$ cat src/rtl/toggle_autooff_pkg.sv
package toggle_autooff_pkg;
  typedef enum logic [1:0] {
    SEL_TIED_LO  = 2'd0,
    SEL_TIED_HI  = 2'd1,
    SEL_FOLLOW   = 2'd2,
    SEL_FOLLOW_B = 2'd3
  } dly_code_e;
endpackage

$ cat src/rtl/tao_prescaler.sv
module tao_prescaler #(
  parameter int unsigned DIV = 100000
) (
  input  logic clk,
  input  logic rst_n,
  output logic tick_o
);
  localparam int unsigned PW = (DIV > 2) ? $clog2(DIV) : 1;
  localparam logic [PW-1:0] LAST = PW'(DIV - 1);

  logic [PW-1:0] cnt_q, cnt_d;

  always_comb begin
    tick_o = (cnt_q == LAST);
    cnt_d  = tick_o ? '0 : cnt_q + 1'b1;
  end

  always_ff @(posedge clk or negedge rst_n) begin
    if (!rst_n) cnt_q <= '0;
    else        cnt_q <= cnt_d;
  end

  // ticks are isolated single-cycle strobes
  p_tick_spacing_r6: assert property (@(posedge clk) disable iff (!rst_n)
    tick_o |=> !tick_o);
endmodule

$ cat src/rtl/tao_override_dec.sv
module tao_override_dec #(
  parameter int unsigned SHORT_MIN = 5,
  parameter int unsigned SHORT_MAX = 12,
  parameter int unsigned LONG_MIN  = 20
) (
  input  logic clk,
  input  logic rst_n,
  input  logic tick_i,
  input  logic line_i,
  input  logic idle_lvl_i,
  output logic held_o,
  output logic cancel_o,
  output logic retrig_o,
  output logic recal_o
);
  localparam int unsigned WW = $clog2(LONG_MIN + 1);
  localparam logic [WW-1:0] W_SMIN = WW'(SHORT_MIN);
  localparam logic [WW-1:0] W_SMAX = WW'(SHORT_MAX);
  localparam logic [WW-1:0] W_LMIN = WW'(LONG_MIN);
  localparam logic [WW-1:0] W_LAST = WW'(LONG_MIN - 1);

  logic [WW-1:0] width_q, width_d;
  logic          held_q, held_d;
  logic          recal_q, recal_d;
  logic          active;

  always_comb begin
    active   = line_i ^ idle_lvl_i;
    width_d  = width_q;
    held_d   = held_q;
    recal_d  = 1'b0;
    cancel_o = 1'b0;
    retrig_o = 1'b0;
    if (tick_i) begin
      if (active) begin
        held_d   = 1'b1;
        if (width_q != W_LMIN) width_d = width_q + 1'b1;
        cancel_o = (width_q == W_LAST);
      end else if (held_q) begin
        held_d   = 1'b0;
        width_d  = '0;
        recal_d  = 1'b1;
        retrig_o = (width_q >= W_SMIN) && (width_q <= W_SMAX);
      end
    end
  end

  always_ff @(posedge clk or negedge rst_n) begin
    if (!rst_n) begin
      width_q <= '0;
      held_q  <= 1'b0;
      recal_q <= 1'b0;
    end else begin
      width_q <= width_d;
      held_q  <= held_d;
      recal_q <= recal_d;
    end
  end

  assign held_o  = held_q;
  assign recal_o = recal_q;

  // the recalibration request lasts one cycle
  p_recal_single_r9: assert property (@(posedge clk) disable iff (!rst_n)
    recal_q |=> !recal_q);
  // a reload only happens on a release, which ends the hold
  p_retrig_release_r7: assert property (@(posedge clk) disable iff (!rst_n)
    retrig_o |=> (recal_q && !held_q));
endmodule

$ cat src/rtl/tao_offtimer.sv
module tao_offtimer
  import toggle_autooff_pkg::*;
#(
  parameter int unsigned DLY_A   = 90000,
  parameter int unsigned DLY_B   = 360000,
  parameter int unsigned MULT_HI = 24
) (
  input  logic       clk,
  input  logic       rst_n,
  input  logic       tick_i,
  input  logic       start_i,
  input  logic       retrig_i,
  input  logic       on_i,
  input  logic [1:0] dly_sel_i,
  input  logic       pol_i,
  input  logic       mult_i,
  output logic       expire_o
);
  localparam int unsigned MAX_LOAD = ((DLY_A > DLY_B) ? DLY_A : DLY_B) * MULT_HI;
  localparam int unsigned CW = $clog2(MAX_LOAD + 1);
  localparam logic [CW-1:0] LA1 = CW'(DLY_A);
  localparam logic [CW-1:0] LAM = CW'(DLY_A * MULT_HI);
  localparam logic [CW-1:0] LB1 = CW'(DLY_B);
  localparam logic [CW-1:0] LBM = CW'(DLY_B * MULT_HI);
  localparam logic [CW-1:0] ONE = CW'(1);

  logic [CW-1:0] cnt_q, cnt_d, load_val;
  logic          timed_q, timed_d, sel_timed, reload, step;

  always_comb begin
    case (dly_code_e'(dly_sel_i))
      SEL_TIED_LO: begin sel_timed = !pol_i; load_val = mult_i ? LAM : LA1; end
      SEL_TIED_HI: begin sel_timed =  pol_i; load_val = mult_i ? LAM : LA1; end
      default:     begin sel_timed = 1'b1;   load_val = mult_i ? LBM : LB1; end
    endcase
  end

  always_comb begin
    reload   = start_i | (retrig_i & on_i);
    step     = tick_i & on_i & timed_q;
    expire_o = step & (cnt_q == ONE) & !reload;
    cnt_d    = cnt_q;
    timed_d  = timed_q;
    if (reload) begin
      cnt_d   = load_val;
      timed_d = sel_timed;
    end else if (step && cnt_q > ONE) begin
      cnt_d   = cnt_q - 1'b1;
    end
  end

  always_ff @(posedge clk or negedge rst_n) begin
    if (!rst_n) begin
      cnt_q   <= '0;
      timed_q <= 1'b0;
    end else begin
      cnt_q   <= cnt_d;
      timed_q <= timed_d;
    end
  end

  // turning on always starts from the full delay
  p_reload_full_r2: assert property (@(posedge clk) disable iff (!rst_n)
    $rose(on_i) |-> (cnt_q == $past(load_val)));
  // a timed on-state never holds an empty countdown
  p_timed_nonzero_r2: assert property (@(posedge clk) disable iff (!rst_n)
    (on_i && timed_q) |-> (cnt_q != '0));
endmodule

$ cat src/rtl/toggle_autooff.sv
module toggle_autooff #(
  parameter int unsigned CLK_PER_TICK    = 100000,
  parameter int unsigned DLY_SHORT_TICKS = 90000,
  parameter int unsigned DLY_LONG_TICKS  = 360000,
  parameter int unsigned MULT_HI         = 24,
  parameter int unsigned PULSE_SHORT_MIN = 5,
  parameter int unsigned PULSE_SHORT_MAX = 12,
  parameter int unsigned PULSE_LONG_MIN  = 20
) (
  input  logic       clk,
  input  logic       rst_n,
  input  logic       touch_i,
  input  logic [1:0] dly_sel_i,
  input  logic       pol_i,
  input  logic       mult_sel_i,
  input  logic       ovr_i,
  output logic       pin_o,
  output logic       burst_inh_o,
  output logic       recal_req_o
);
  logic tick, held, cancel, retrig, expire, start;
  logic on_q, on_d, armed_q, armed_d, mult_q, mult_d;
  logic touch_ok;

  tao_prescaler #(.DIV(CLK_PER_TICK)) u_pre (
    .clk(clk), .rst_n(rst_n), .tick_o(tick)
  );

  tao_override_dec #(
    .SHORT_MIN(PULSE_SHORT_MIN), .SHORT_MAX(PULSE_SHORT_MAX), .LONG_MIN(PULSE_LONG_MIN)
  ) u_dec (
    .clk(clk), .rst_n(rst_n), .tick_i(tick), .line_i(ovr_i), .idle_lvl_i(mult_q),
    .held_o(held), .cancel_o(cancel), .retrig_o(retrig), .recal_o(recal_req_o)
  );

  tao_offtimer #(
    .DLY_A(DLY_SHORT_TICKS), .DLY_B(DLY_LONG_TICKS), .MULT_HI(MULT_HI)
  ) u_tmr (
    .clk(clk), .rst_n(rst_n), .tick_i(tick), .start_i(start), .retrig_i(retrig),
    .on_i(on_q), .dly_sel_i(dly_sel_i), .pol_i(pol_i), .mult_i(mult_q),
    .expire_o(expire)
  );

  always_comb begin
    armed_d  = armed_q;
    mult_d   = mult_q;
    if (!armed_q) begin
      armed_d = 1'b1;
      mult_d  = mult_sel_i;
    end
    touch_ok = touch_i & !held;
    start    = touch_ok & !on_q & !cancel;
    if (cancel)        on_d = 1'b0;
    else if (touch_ok) on_d = !on_q;
    else if (expire)   on_d = 1'b0;
    else               on_d = on_q;
  end

  always_ff @(posedge clk or negedge rst_n) begin
    if (!rst_n) begin
      on_q    <= 1'b0;
      armed_q <= 1'b0;
      mult_q  <= 1'b0;
    end else begin
      on_q    <= on_d;
      armed_q <= armed_d;
      mult_q  <= mult_d;
    end
  end

  assign pin_o       = on_q ^ pol_i;
  assign burst_inh_o = held;

  // a cancel leaves the state off
  p_cancel_off_r8: assert property (@(posedge clk) disable iff (!rst_n)
    cancel |=> !on_q);
  // touches during a hold change nothing outside a tick
  p_touch_blocked_r8: assert property (@(posedge clk) disable iff (!rst_n)
    (held && touch_i && !tick) |=> $stable(on_q));
  // the captured multiplier never moves once armed
  p_mult_frozen_r4: assert property (@(posedge clk) disable iff (!rst_n)
    armed_q |=> $stable(mult_q));
endmodule

$ cat config.mk
export PLATFORM = sky130hd
export DESIGN_NAME = toggle_autooff
export DESIGN_NICKNAME = d
export VERILOG_FILES = /design/src/rtl/toggle_autooff_pkg.sv /design/src/rtl/tao_prescaler.sv /design/src/rtl/tao_override_dec.sv /design/src/rtl/tao_offtimer.sv /design/src/rtl/toggle_autooff.sv
export SDC_FILE = /design/constraint.sdc
export NUM_CORES = 1
export LEC_CHECK = 0
export ABC_CLOCK_PERIOD_IN_PS = 4100
export BUFFER_PORTS_ARGS = -buffer_cell sky130_fd_sc_hd__buf_2
export CORE_MARGIN = 5
export CORE_UTILIZATION = 44
export DETAILED_ROUTE_END_ITERATION = 8
export GPL_TIMING_DRIVEN = 0
export SYNTH_ARGS = -nofsm -noshare
export SYNTH_HDL_FRONTEND = slang
export SYNTH_HIERARCHICAL = 1
export SYNTH_SLANG_ARGS = --single-unit
$ cat constraint.sdc
create_clock -name clk -period 4.1 [get_ports clk]
set_input_delay 0.615 -clock clk [delete_from_list [all_inputs] [get_ports clk]]
set_output_delay 0.615 -clock clk [all_outputs]
set_load 0.005 [all_outputs]
==> results by group, run 1 <==
Logic synthesis
  • Synth Instances: 301
  • Count of unique library cells instantiated by Yosys: 54
  • Synth area leader: dfrtp_1
  • Register bit total from synthesis: 52
  • Most numerous cell in the Yosys netlist: dfrtp_1
  • Syn. warnings: 6
  • Post-synthesis area per instance: ~10 sq um
  • Main flop type after synthesis: dfrtp_1
  • Yosys top cell area share: 0.434
  • Number of synthesized flops with an enable pin: 0
  • Share of async-settable or async-resettable flops after synthesis: 1.00
  • Mapped Nets: 320
  • Top cells by area, synth: dfrtp_1, xnor2_1, ha_1, nor2_1, a21oi_1
  • Synth cell count leaders: dfrtp_1, nor2_1, xnor2_1
  • Seq/Total Area, Yosys: 0.434
  • Synthesized area: 3000 sq um

Timing
  • Final hold vios: 0
  • Worst Skew: 0.00937 ns
  • Min Hold Slack: 0.497 ns
  • Tmin final: 3.83 ns
  • Final period utilization: 0.935
  • Max-slew violation count: 0
  • Worst-Margin Slew: ~1.2 ns
  • Final setup vio count: 0
  • Rel. slew slack: 0.213
  • Fmax: 261 MHz
  • Final setup margin: 0.267 ns

Pwr
  • Sequential Power Share: 0.593
  • Sw frac: 0.250
  • Clock power share: 0.343
  • Static Leak: between 1 and 1.5 nW
  • P_int: 0.687 mW
  • Maximum VDD drop: 0.140 mV
  • Sw power: 0.229 mW
  • PD cells: around 280 nW/um^2
  • Combinational power share: 0.064
  • Overall Power: between 0.9 and 1 mW

Clock network
  • Clock buffer count from CTS: 5
  • Clk sinks: 52
  • Clock Latency Late Sink: 0.31 ns
  • Clk buf depth: 2
  • CTS tree: done
  • H-tree levels: 2
  • Clock Pin Slew Worst Setup and Hold Paths: 0.10 ns
  • Number of buffers inserted by hold repair at cts: 0
  • Root buffer cell: clkbuf_8

GRT
  • Total track usage: 0.153
  • Busiest grt layer: met1
  • M3 GR Usage: 0.0244
  • Met1 usage: 0.228
  • Global Route met2 Usage: 0.226
  • Vias in the first global route: 2130
  • First-pass GRT wire length: about 11 mm
  • Antenna violations before repair: 0
  • Largest net degree at the start of global routing: 53
  • Global route overflow: 0

Critical path
  • Crit-path max FO: 10
  • Delay-heaviest family, CP: simple AND/OR/NAND/NOR gates
  • Req. time, crit path: approximately 4.3 ns
  • CP max stage cell: or4_1
  • CP Capture Type: register
  • CP max stage delay: roughly 0.56 ns
  • Kind of critical path: reg2reg
  • Startpoint types: register
  • CP cell instances: or4_1, or4_4, nor4_4, buf_2, and3_1, nor4b_2, a21o_1, clkbuf_1, clkbuf_2, o21ai_0
  • Worst Path Buf+Inv: 3
  • Crit path arrival time: 4.02 ns

Floorplanning
  • Die area: 8560 sq um
  • Die height: 92.5 um
  • Row Count: 30
  • Initial Utilization: 0.446
  • CORE AREA: 6720 sq um
  • Die W: 92.5 um
  • Num ports: 11

Placed design
  • Post-place setup slack: -0.312 ns
  • DP HPWL: 4.25 mm
  • Final GP Congestion: 0.851
  • PortBufs: 10
  • Dpl cells: 391
  • Area post-placement: 3150 sq um

Detailed routing
  • Via density per instance: 5.71
  • Residual DRC: 0
  • Post-Route WL: 6.26 mm
  • Final antenna-violating net count: 0
  • Routed len/inst: 15.7 um
  • Starting DRT DRC Count: 163
  • Router iterations before antenna repair: 4
  • Via count: 2282

Finish
  • Antenna Cells: 0
  • Cell area after layout: 3260 sq um
  • Nets@finish: 338
  • Final std cells w/o fill: 400
  • Share of cells above drive strength 1: 0.144
  • Layout area overhead: 8.94%

Run status
  • Outcome: finished clean

Worst hold path
  • HP Class: reg2reg

Run
  • MaxCap Viol Count: 0
cells by family after synthesis:
family | count (synthesis) | synth area share
AOI/OAI and AO/OA | 54 | 0.132
xor gates and xnor gates | 32 | 0.0961
adders and majority gates | 11 | 0.0459
buffers and inverters | 21 | 0.0309
DFF | 52 | 0.434
muxes | 2 | 0.00877
other | 1 | 0.00125
and+or+nand+nor | 128 | 0.251
metal layers:
layer / wire (um) / up-vias
met5: 0 / -
li1: - / 1137
met4: 102 / 0
met1: 3200 / 1100
met3: 184 / 8
met2: 2780 / 37
per-stage QoR:
stage          utilization  TNS, ns
6_report             0.486        0
5_1_grt              0.486  -0.0278
4_1_cts              0.484        0
3_5_place_dp         0.468    -2.93
3_3_place_gp         0.468    -2.22
2_1_floorplan            -        0
worst reg2reg max path: stages (launching register included):
cell and delay (ns):
dfrtp_1 0.44, or4_1 0.56, or4_4 0.44, nor4_4 0.30, buf_2 0.27, and3_1 0.26, nor4b_2 0.39, a21o_1 0.16
clkbuf_1 0.39, clkbuf_2 0.35, o21ai_0 0.14
flip-flops by register name, indices dropped and copies added, names as in the netlist:
register and count:
armed_q 1, mult_q 1, on_q 1, u_dec/held_o 1
u_dec/recal_o 1, u_dec/width_q 5, u_pre/cnt_q 17, u_tmr/cnt_q 24
u_tmr/timed_q 1
worst paths after layout:
kind / cells past startpoint / to / from / slack [ns]
worst min register to register: 1 / mult_q$_DFFE_PN0N_ / armed_q$_DFF_PN0_ / 0.50
worst min-delay path: 1 / mult_q$_DFFE_PN0N_ / armed_q$_DFF_PN0_ / 0.50
worst max register to register: 10 / u_tmr/cnt_q[15]$_DFFE_PN0P_ / u_pre/cnt_q[11]$_DFF_PN0_ / 0.27
min in group asynchronous: 1 / u_pre/cnt_q[7]$_DFF_PN0_ / rst_n / 0.54
worst max-delay path: 10 / u_tmr/cnt_q[15]$_DFFE_PN0P_ / u_pre/cnt_q[11]$_DFF_PN0_ / 0.27
max in group asynchronous: 1 / u_tmr/cnt_q[18]$_DFFE_PN0P_ / rst_n / 2.85
layout make-up:
class                           count  area, sq um
Buffer                             13         63.8
Clock buffer                        6         82.6
Clock inverter                      2         13.8
Fill cell                         640         3460
Inverter                            8         30.0
Multi-Input combinational cell    228         1610
Sequential cell                    52         1300
Tap cell                           80          100
Timing Repair Buffer               11         57.6
power by group through the flow:
stage | registers [mW] | logic (mW) | clock network (mW)
after floorplan | 0.548 | 0.0358 | 0
after global placement | 0.552 | 0.0587 | 0
after detailed placement | 0.552 | 0.0598 | 0
after CTS | 0.542 | 0.0603 | 0.328
after global routing | 0.545 | 0.0678 | 0.349
final | 0.542 | 0.0589 | 0.314
layout by cell type, fill, tap and decap left out, types with 5 or more instances in the layout:
cell      synthesis  routed
o21ai_0           5       5
nand2_1          20      20
ha_1             11      11
or4_1             7       7
o31ai_1           5       5
buf_2             2      12
or2_2             6       6
clkbuf_1          9       7
dfrtp_1          52      52
nor4_1           11      11
nand4_1           5       5
clkbuf_8          0       6
or3_1             9       9
nor3_1           10      10
nor2_1           23      23
a21oi_1          16      15
a31oi_1           5       5
inv_1             8       8
and3_1            6       6
nand3_1          12      12
xnor2_1          23      23
xor2_1            8       8
timing repair:
action	in CTS	in global routing
buffers inserted	1	0
pin swaps	1	0
hold endpoints to repair	0	0
gates resized for setup	1	5
endpoints found under the setup margin	23	7
Note: power is estimated with default switching activity, not from simulation.
==> run 2, diff against run 1 <==
--- a/config.mk
+++ b/config.mk
@@ -11,6 +11,7 @@
 export CORE_UTILIZATION = 44
 export DETAILED_ROUTE_END_ITERATION = 8
 export GPL_TIMING_DRIVEN = 0
+export RECOVER_POWER = 50
 export SYNTH_ARGS = -nofsm -noshare
 export SYNTH_HDL_FRONTEND = slang
 export SYNTH_HIERARCHICAL = 1
==> results by group, run 2 (synthesis gave the netlist of run 1 again) <==
Worst hold path
  • HP Class: reg2reg

Critical path
  • Critical Path End: u_tmr/cnt_q[15]$_DFFE_PN0P_
  • Delay-heaviest family, CP: simple AND/OR/NAND/NOR gates
  • CP max stage cell: or4_1
  • Critical Path Stages: 10
  • R2R setup slack: 0.27 ns
  • Req. time, crit path: 4.28 ns
  • Startpoint types: register
  • Register-to-Register Path Depth: 10
  • Reg2Reg Launch Point: u_pre/cnt_q[11]$_DFF_PN0_
  • Critical path launch point: u_pre/cnt_q[11]$_DFF_PN0_
  • Kind of critical path: reg2reg
  • CP max stage delay: 0.56 ns
  • Crit-path max FO: 10
  • Reg-to-reg endpoint: u_tmr/cnt_q[15]$_DFFE_PN0P_
  • Worst Path Buf+Inv: 3
  • Crit path arrival time: 4.02 ns
  • CP cell instances: or4_1, or4_4, nor4_4, buf_2, and3_1, nor4b_2, a21o_1, clkbuf_1, clkbuf_2, o21ai_0
  • CP Capture Type: register

Clock network
  • Root buffer cell: clkbuf_8
  • Clk buf depth: 2
  • Clk sinks: between 50 and 60
  • Clock buffer count from CTS: 5
  • H-tree levels: 2
  • Number of buffers inserted by hold repair at cts: 0
  • CTS tree: done
  • Clock Latency Late Sink: 0.31 ns
  • Clock Pin Slew Worst Setup and Hold Paths: 0.10 ns

Placed design
  • PortBufs: 10
  • Final GP Congestion: 0.851
  • Dpl cells: 391
  • DP HPWL: 4.25 mm
  • Post-place setup slack: -0.312 ns

Pwr
  • Maximum VDD drop: 0.140 mV
  • Overall Power: 0.914 mW
  • PD cells: between 200 and 300 nW/um^2
  • Static Leak: 1.26 nW

Detailed routing
  • Final antenna-violating net count: 0
  • Starting DRT DRC Count: 163
  • Router iterations before antenna repair: 4
  • Routed len/inst: about 16 um
  • Post-Route WL: 6.26 mm
  • Via count: 2277
  • Residual DRC: 0
  • Via density per instance: roughly 5.7

GRT
  • Global Route met2 Usage: 0.226
  • First-pass GRT wire length: 10.6 mm
  • Total track usage: 0.153
  • Antenna violations before repair: 0
  • Largest net degree at the start of global routing: between 50 and 60
  • Busiest grt layer: met1
  • M3 GR Usage: 0.0244
  • Global route overflow: 0
  • Met1 usage: 0.228
  • Vias in the first global route: 2130

Finish
  • # fillers: 641
  • Commonest non-fill, non-tap cell in the layout: dfrtp_1
  • Antenna Cells: 0
  • Register with the most flip-flops: u_tmr/cnt_q
  • Commonest cells after routing, fill and taps aside: dfrtp_1, nor2_1, xnor2_1
  • Top flop regs: u_tmr/cnt_q: 24 flops, u_pre/cnt_q: 17 flops, u_dec/width_q: 5 flops
  • Max reg flops: 24
  • Final std cells w/o fill: 400
  • Layout area overhead: 8.90%
  • Nets@finish: roughly 340
  • Share of cells above drive strength 1: 0.141

Floorplanning
  • Die area: 8560 sq um
  • Row Count: 30
  • Num ports: 11
  • CORE AREA: 6720 sq um
  • Initial Utilization: 0.446
  • Die W: 92.5 um
  • Die height: 92.5 um

Timing
  • Min Hold Slack: 0.496 ns
  • Setup TNS: 0 ns
  • Max-slew violation count: 53
  • Final setup vio count: 0
  • Tmin final: 3.83 ns
  • Final period utilization: 0.935
  • Rel. slew slack: -0.883
  • Fmax: 261 MHz
  • Final setup margin: 0.265 ns
  • Worst Skew: 0.00985 ns
  • Final hold vios: 0
  • Worst-Margin Slew: 2.82 ns

Run status
  • Outcome: complete, but fails checks
  • Failing checks: max-capacitance violations, max-slew violations

Run
  • MaxCap Viol Count: 1
==> run 2: where the power goes <==
group / switching, mW / leakage (nW) / internal [mW] / total (mW)
sequential: 0.0170 / 0.596 / 0.525 / 0.542
combinational: 0.0362 / 0.608 / 0.0225 / 0.0587
clock: 0.174 / 0.0516 / 0.138 / 0.313
total: 0.227 / 1.26 / 0.686 / 0.914
==> run 2: worst min-delay path by stage <==
stage                               from                         to  cells after the start
5_1_grt                       mult_sel_i         mult_q$_DFFE_PN0N_                      2
3_3_place_gp           armed_q$_DFF_PN0_         mult_q$_DFFE_PN0N_                      1
4_1_cts        u_pre/cnt_q[14]$_DFF_PN0_  u_pre/cnt_q[14]$_DFF_PN0_                      1
6_report               armed_q$_DFF_PN0_         mult_q$_DFFE_PN0N_                      1
2_1_floorplan                      rst_n          armed_q$_DFF_PN0_                      0
3_5_place_dp   u_pre/cnt_q[14]$_DFF_PN0_  u_pre/cnt_q[14]$_DFF_PN0_                      1
==> run 2: timing repair <==
action,4_1_cts,5_1_grt
resized for setup,1,5
setup buffers,1,0
pin swaps,1,0
endpoints found under the setup margin,23,7
==> run 2: layout make-up <==
cell class	count	area, sq um	area share
timing repair buffer	11	56.3	0.0173
clock buffer	6	82.6	0.0253
multi-input combinational	228	1610	0.495
tap	80	100	0.0307
buffer	13	63.8	0.0196
sequential	52	1300	0.399
clock inverter	2	13.8	0.00422
inverter	8	30.0	0.00921
==> run 2: through the flow <==
stage | area [sq um] | util
floorplan | 3000 | -
global placement | 3150 | 0.468
detailed placement | 3150 | 0.468
CTS | 3250 | 0.484
global route | 3260 | 0.485
finish | 3260 | 0.485
==> run 2: layer usage <==
layer	wire length, um	vias to the layer above
li1	-	1137
met5	0	-
met4	102	0
met3	147	8
met1	3230	1100
met2	2780	32
==> run 2: worst reg2reg max path: stages, from the launching register on <==
cell	delay, ns
dfrtp_1	0.44
or4_1	0.56
or4_4	0.44
nor4_4	0.30
buf_2	0.27
and3_1	0.26
nor4b_2	0.39
a21o_1	0.16
clkbuf_1	0.39
clkbuf_2	0.35
o21ai_0	0.14
==> run 3, diff against run 2 <==
--- a/config.mk
+++ b/config.mk
@@ -14,5 +14,4 @@
 export RECOVER_POWER = 50
 export SYNTH_ARGS = -nofsm -noshare
 export SYNTH_HDL_FRONTEND = slang
-export SYNTH_HIERARCHICAL = 1
 export SYNTH_SLANG_ARGS = --single-unit
==> results by group, run 3 <==
Timing
  • Fmax: 344 MHz
  • Worst Skew: 0.0103 ns
  • Max-slew violation count: 32
  • Rel. slew slack: -0.131
  • Setup TNS: 0 ns
  • Final period utilization: 0.709
  • Tmin final: 2.91 ns
  • RSZ-0062 raised after global routing: no
  • Final setup vio count: 0
  • Final hold vios: 0
  • Worst-Margin Slew: 1.70 ns

Finish
  • Commonest non-fill, non-tap cell in the layout: dfrtp_1
  • Antenna Cells: 0
  • Top flop regs: u_tmr.cnt_q: 24 flops, u_pre.cnt_q: 17 flops, u_dec.width_q: 5 flops
  • Share of cells above drive strength 1: 0.133
  • Nets@finish: approximately 360
  • Commonest cells after routing, fill and taps aside: dfrtp_1, nand3_1, nand2_1, nor2_1, a21oi_1
  • Register with the most flip-flops: u_tmr.cnt_q
  • Finished Core Util: 0.505
  • Max reg flops: 24
  • Cell area after layout: 3470 sq um
  • # fillers: about 670
  • Layout area overhead: 10.6%

Logic synthesis
  • Synth cell count leaders: dfrtp_1, nand3_1, nand2_1, nor2_1, a21oi_1
  • Synth Instances: about 330
  • Mapped Nets: around 350
  • Register bit total from synthesis: 52
  • Share of async-settable or async-resettable flops after synthesis: 1.00
  • Yosys top cell area share: 0.414
  • Top cells by area, synth: dfrtp_1, ha_1, nand3_1, xnor2_1, a31oi_1
  • Syn. warnings: 0
  • Synth area leader: dfrtp_1
  • Seq/Total Area, Yosys: 0.414
  • Synthesized area: ~3100 sq um
  • Most numerous cell in the Yosys netlist: dfrtp_1
  • Main flop type after synthesis: dfrtp_1
  • Post-synthesis area per instance: 9.63 sq um
  • Count of unique library cells instantiated by Yosys: slightly below 60
  • Number of synthesized flops with an enable pin: 0

Detailed routing
  • Post-Route WL: 7.45 mm
  • Residual DRC: 0
  • Final antenna-violating net count: 0
  • Via count: 2602
  • Routed len/inst: 16.9 um
  • Router iterations before antenna repair: 5
  • Starting DRT DRC Count: 155
  • Via density per instance: 5.90

Floorplanning
  • Die area: 8930 sq um
  • Die height: between 90 and 100 um
  • Die W: 94.5 um
  • CORE AREA: ~6900 sq um
  • Num ports: 11
  • Initial Utilization: 0.457
  • Row Count: 30

Placed design
  • Area post-placement: 3310 sq um
  • Final GP Congestion: 0.849
  • PortBufs: 10
  • DP HPWL: 5.44 mm

Clock network
  • Clk buf depth: 2
  • CTS-repair resized insts: 0
  • H-tree levels: 2
  • Number of buffers inserted by hold repair at cts: 0
  • Clock buffer count from CTS: 5
  • Clk sinks: 52
  • Clock Latency Late Sink: around 0.32 ns
  • Root buffer cell: clkbuf_8
  • CTS tree: done
  • Clock Pin Slew Worst Setup and Hold Paths: approximately 0.11 ns
  • Setup bufs post-CTS: 0

Run status
  • Failing checks: max-capacitance violations, max-slew violations
  • Outcome: complete, but fails checks

Critical path
  • CP Capture Type: register
  • Kind of critical path: reg2reg
  • Crit path arrival time: around 3.1 ns
  • Crit-path max FO: 10
  • Startpoint types: register
  • Req. time, crit path: 4.28 ns
  • R2R setup slack: ~1.2 ns

Pwr
  • PD cells: approximately 320 nW/um^2
  • Static Leak: 1.32 nW
  • Sequential Power Share: 0.493
  • Sw frac: 0.223
  • Combinational power share: 0.061
  • P_int: 0.855 mW
  • Sw power: between 0.2 and 0.25 mW
  • Clock power share: 0.447
  • Maximum VDD drop: 0.165 mV

GRT
  • Total track usage: 0.182
  • Antenna violations before repair: 0
  • Global route overflow: 0
  • Global Route met2 Usage: 0.316
  • Largest net degree at the start of global routing: 53
  • Vias in the first global route: 2584
  • First-pass GRT wire length: approximately 13 mm
  • Met1 usage: 0.238
  • Busiest grt layer: met2
  • M3 GR Usage: 0.0263

Run
  • MaxCap Viol Count: 1

Worst hold path
  • HP Class: reg2reg
run 3: layout make-up:
class | instances | area, sq um | area share
Multi-Input combinational cell | 254 | 1740 | 0.502
Clock buffer | 5 | 68.8 | 0.0198
Sequential cell | 52 | 1300 | 0.375
Buffer | 9 | 56.3 | 0.0162
Clock inverter | 3 | 90.1 | 0.0259
Inverter | 11 | 41.3 | 0.0119
Timing Repair Buffer | 11 | 52.6 | 0.0151
Tap cell | 96 | 120 | 0.0346
run 3: stage by stage:
step	total power [mW]	std cells	worst slack (ns)	hold WS, ns
5_1_grt	1.13	441	0.819	0.516
6_report	1.10	441	1.19	0.497
2_1_floorplan	0.588	326	1.65	0.319
4_1_cts	1.11	440	1.23	0.498
3_5_place_dp	0.619	432	1.27	0.486
3_3_place_gp	0.617	432	1.26	0.480
run 3: logic make-up (layout without fill, tap and decap cells):
logic type,count (synthesis),in the layout,share of synthesized area
adders and majority gates,11,11,0.0438
AOI/OAI and AO/OA,80,80,0.179
DFF,52,52,0.414
and+or+nand+nor,138,138,0.262
xor gates and xnor gates,20,20,0.0558
muxes,4,4,0.0131
buffers and inverters,20,39,0.0311
other,1,1,0.00119
run 3: layer usage:
| layer | up-vias | wire length (um) |
|---|---|---|
| met5 | - | 0 |
| li1 | 1272 | - |
| met1 | 1278 | 3440 |
| met2 | 45 | 3700 |
| met3 | 7 | 238 |
| met4 | 0 | 75 |
run 3: power groups by stage:
| stage | Sequential [mW] | Clock (mW) | Combinational, mW |
|---|---|---|---|
| 2_1_floorplan | 0.547 | 0 | 0.0412 |
| 3_3_place_gp | 0.551 | 0 | 0.0658 |
| 3_5_place_dp | 0.552 | 0 | 0.0673 |
| 4_1_cts | 0.542 | 0.498 | 0.0677 |
| 5_1_grt | 0.544 | 0.513 | 0.0771 |
| 6_report | 0.542 | 0.492 | 0.0667 |
run 3: final timing paths:
kind,start,end,cells after the start
worst max-delay path,u_pre.cnt_q[5]$_DFF_PN0_,u_tmr.cnt_q[15]$_DFFE_PN0P_,7
worst min-delay path,u_pre.cnt_q[0]$_DFF_PN0_,u_pre.cnt_q[0]$_DFF_PN0_,1
worst max register to register,u_pre.cnt_q[5]$_DFF_PN0_,u_tmr.cnt_q[15]$_DFFE_PN0P_,7
worst min register to register,u_pre.cnt_q[0]$_DFF_PN0_,u_pre.cnt_q[0]$_DFF_PN0_,1
max in group asynchronous,rst_n,u_dec.width_q[4]$_DFFE_PN0P_,2
min in group asynchronous,rst_n,u_tmr.cnt_q[22]$_DFFE_PN0P_,1
run 3: critical path, stage by stage (launching register included):
cell	delay, ns
dfrtp_1	0.45
nor3b_1	0.42
nand4_1	0.29
buf_2	0.27
o31a_2	0.38
nor2_1	0.49
buf_2	0.34
a31oi_1	0.11
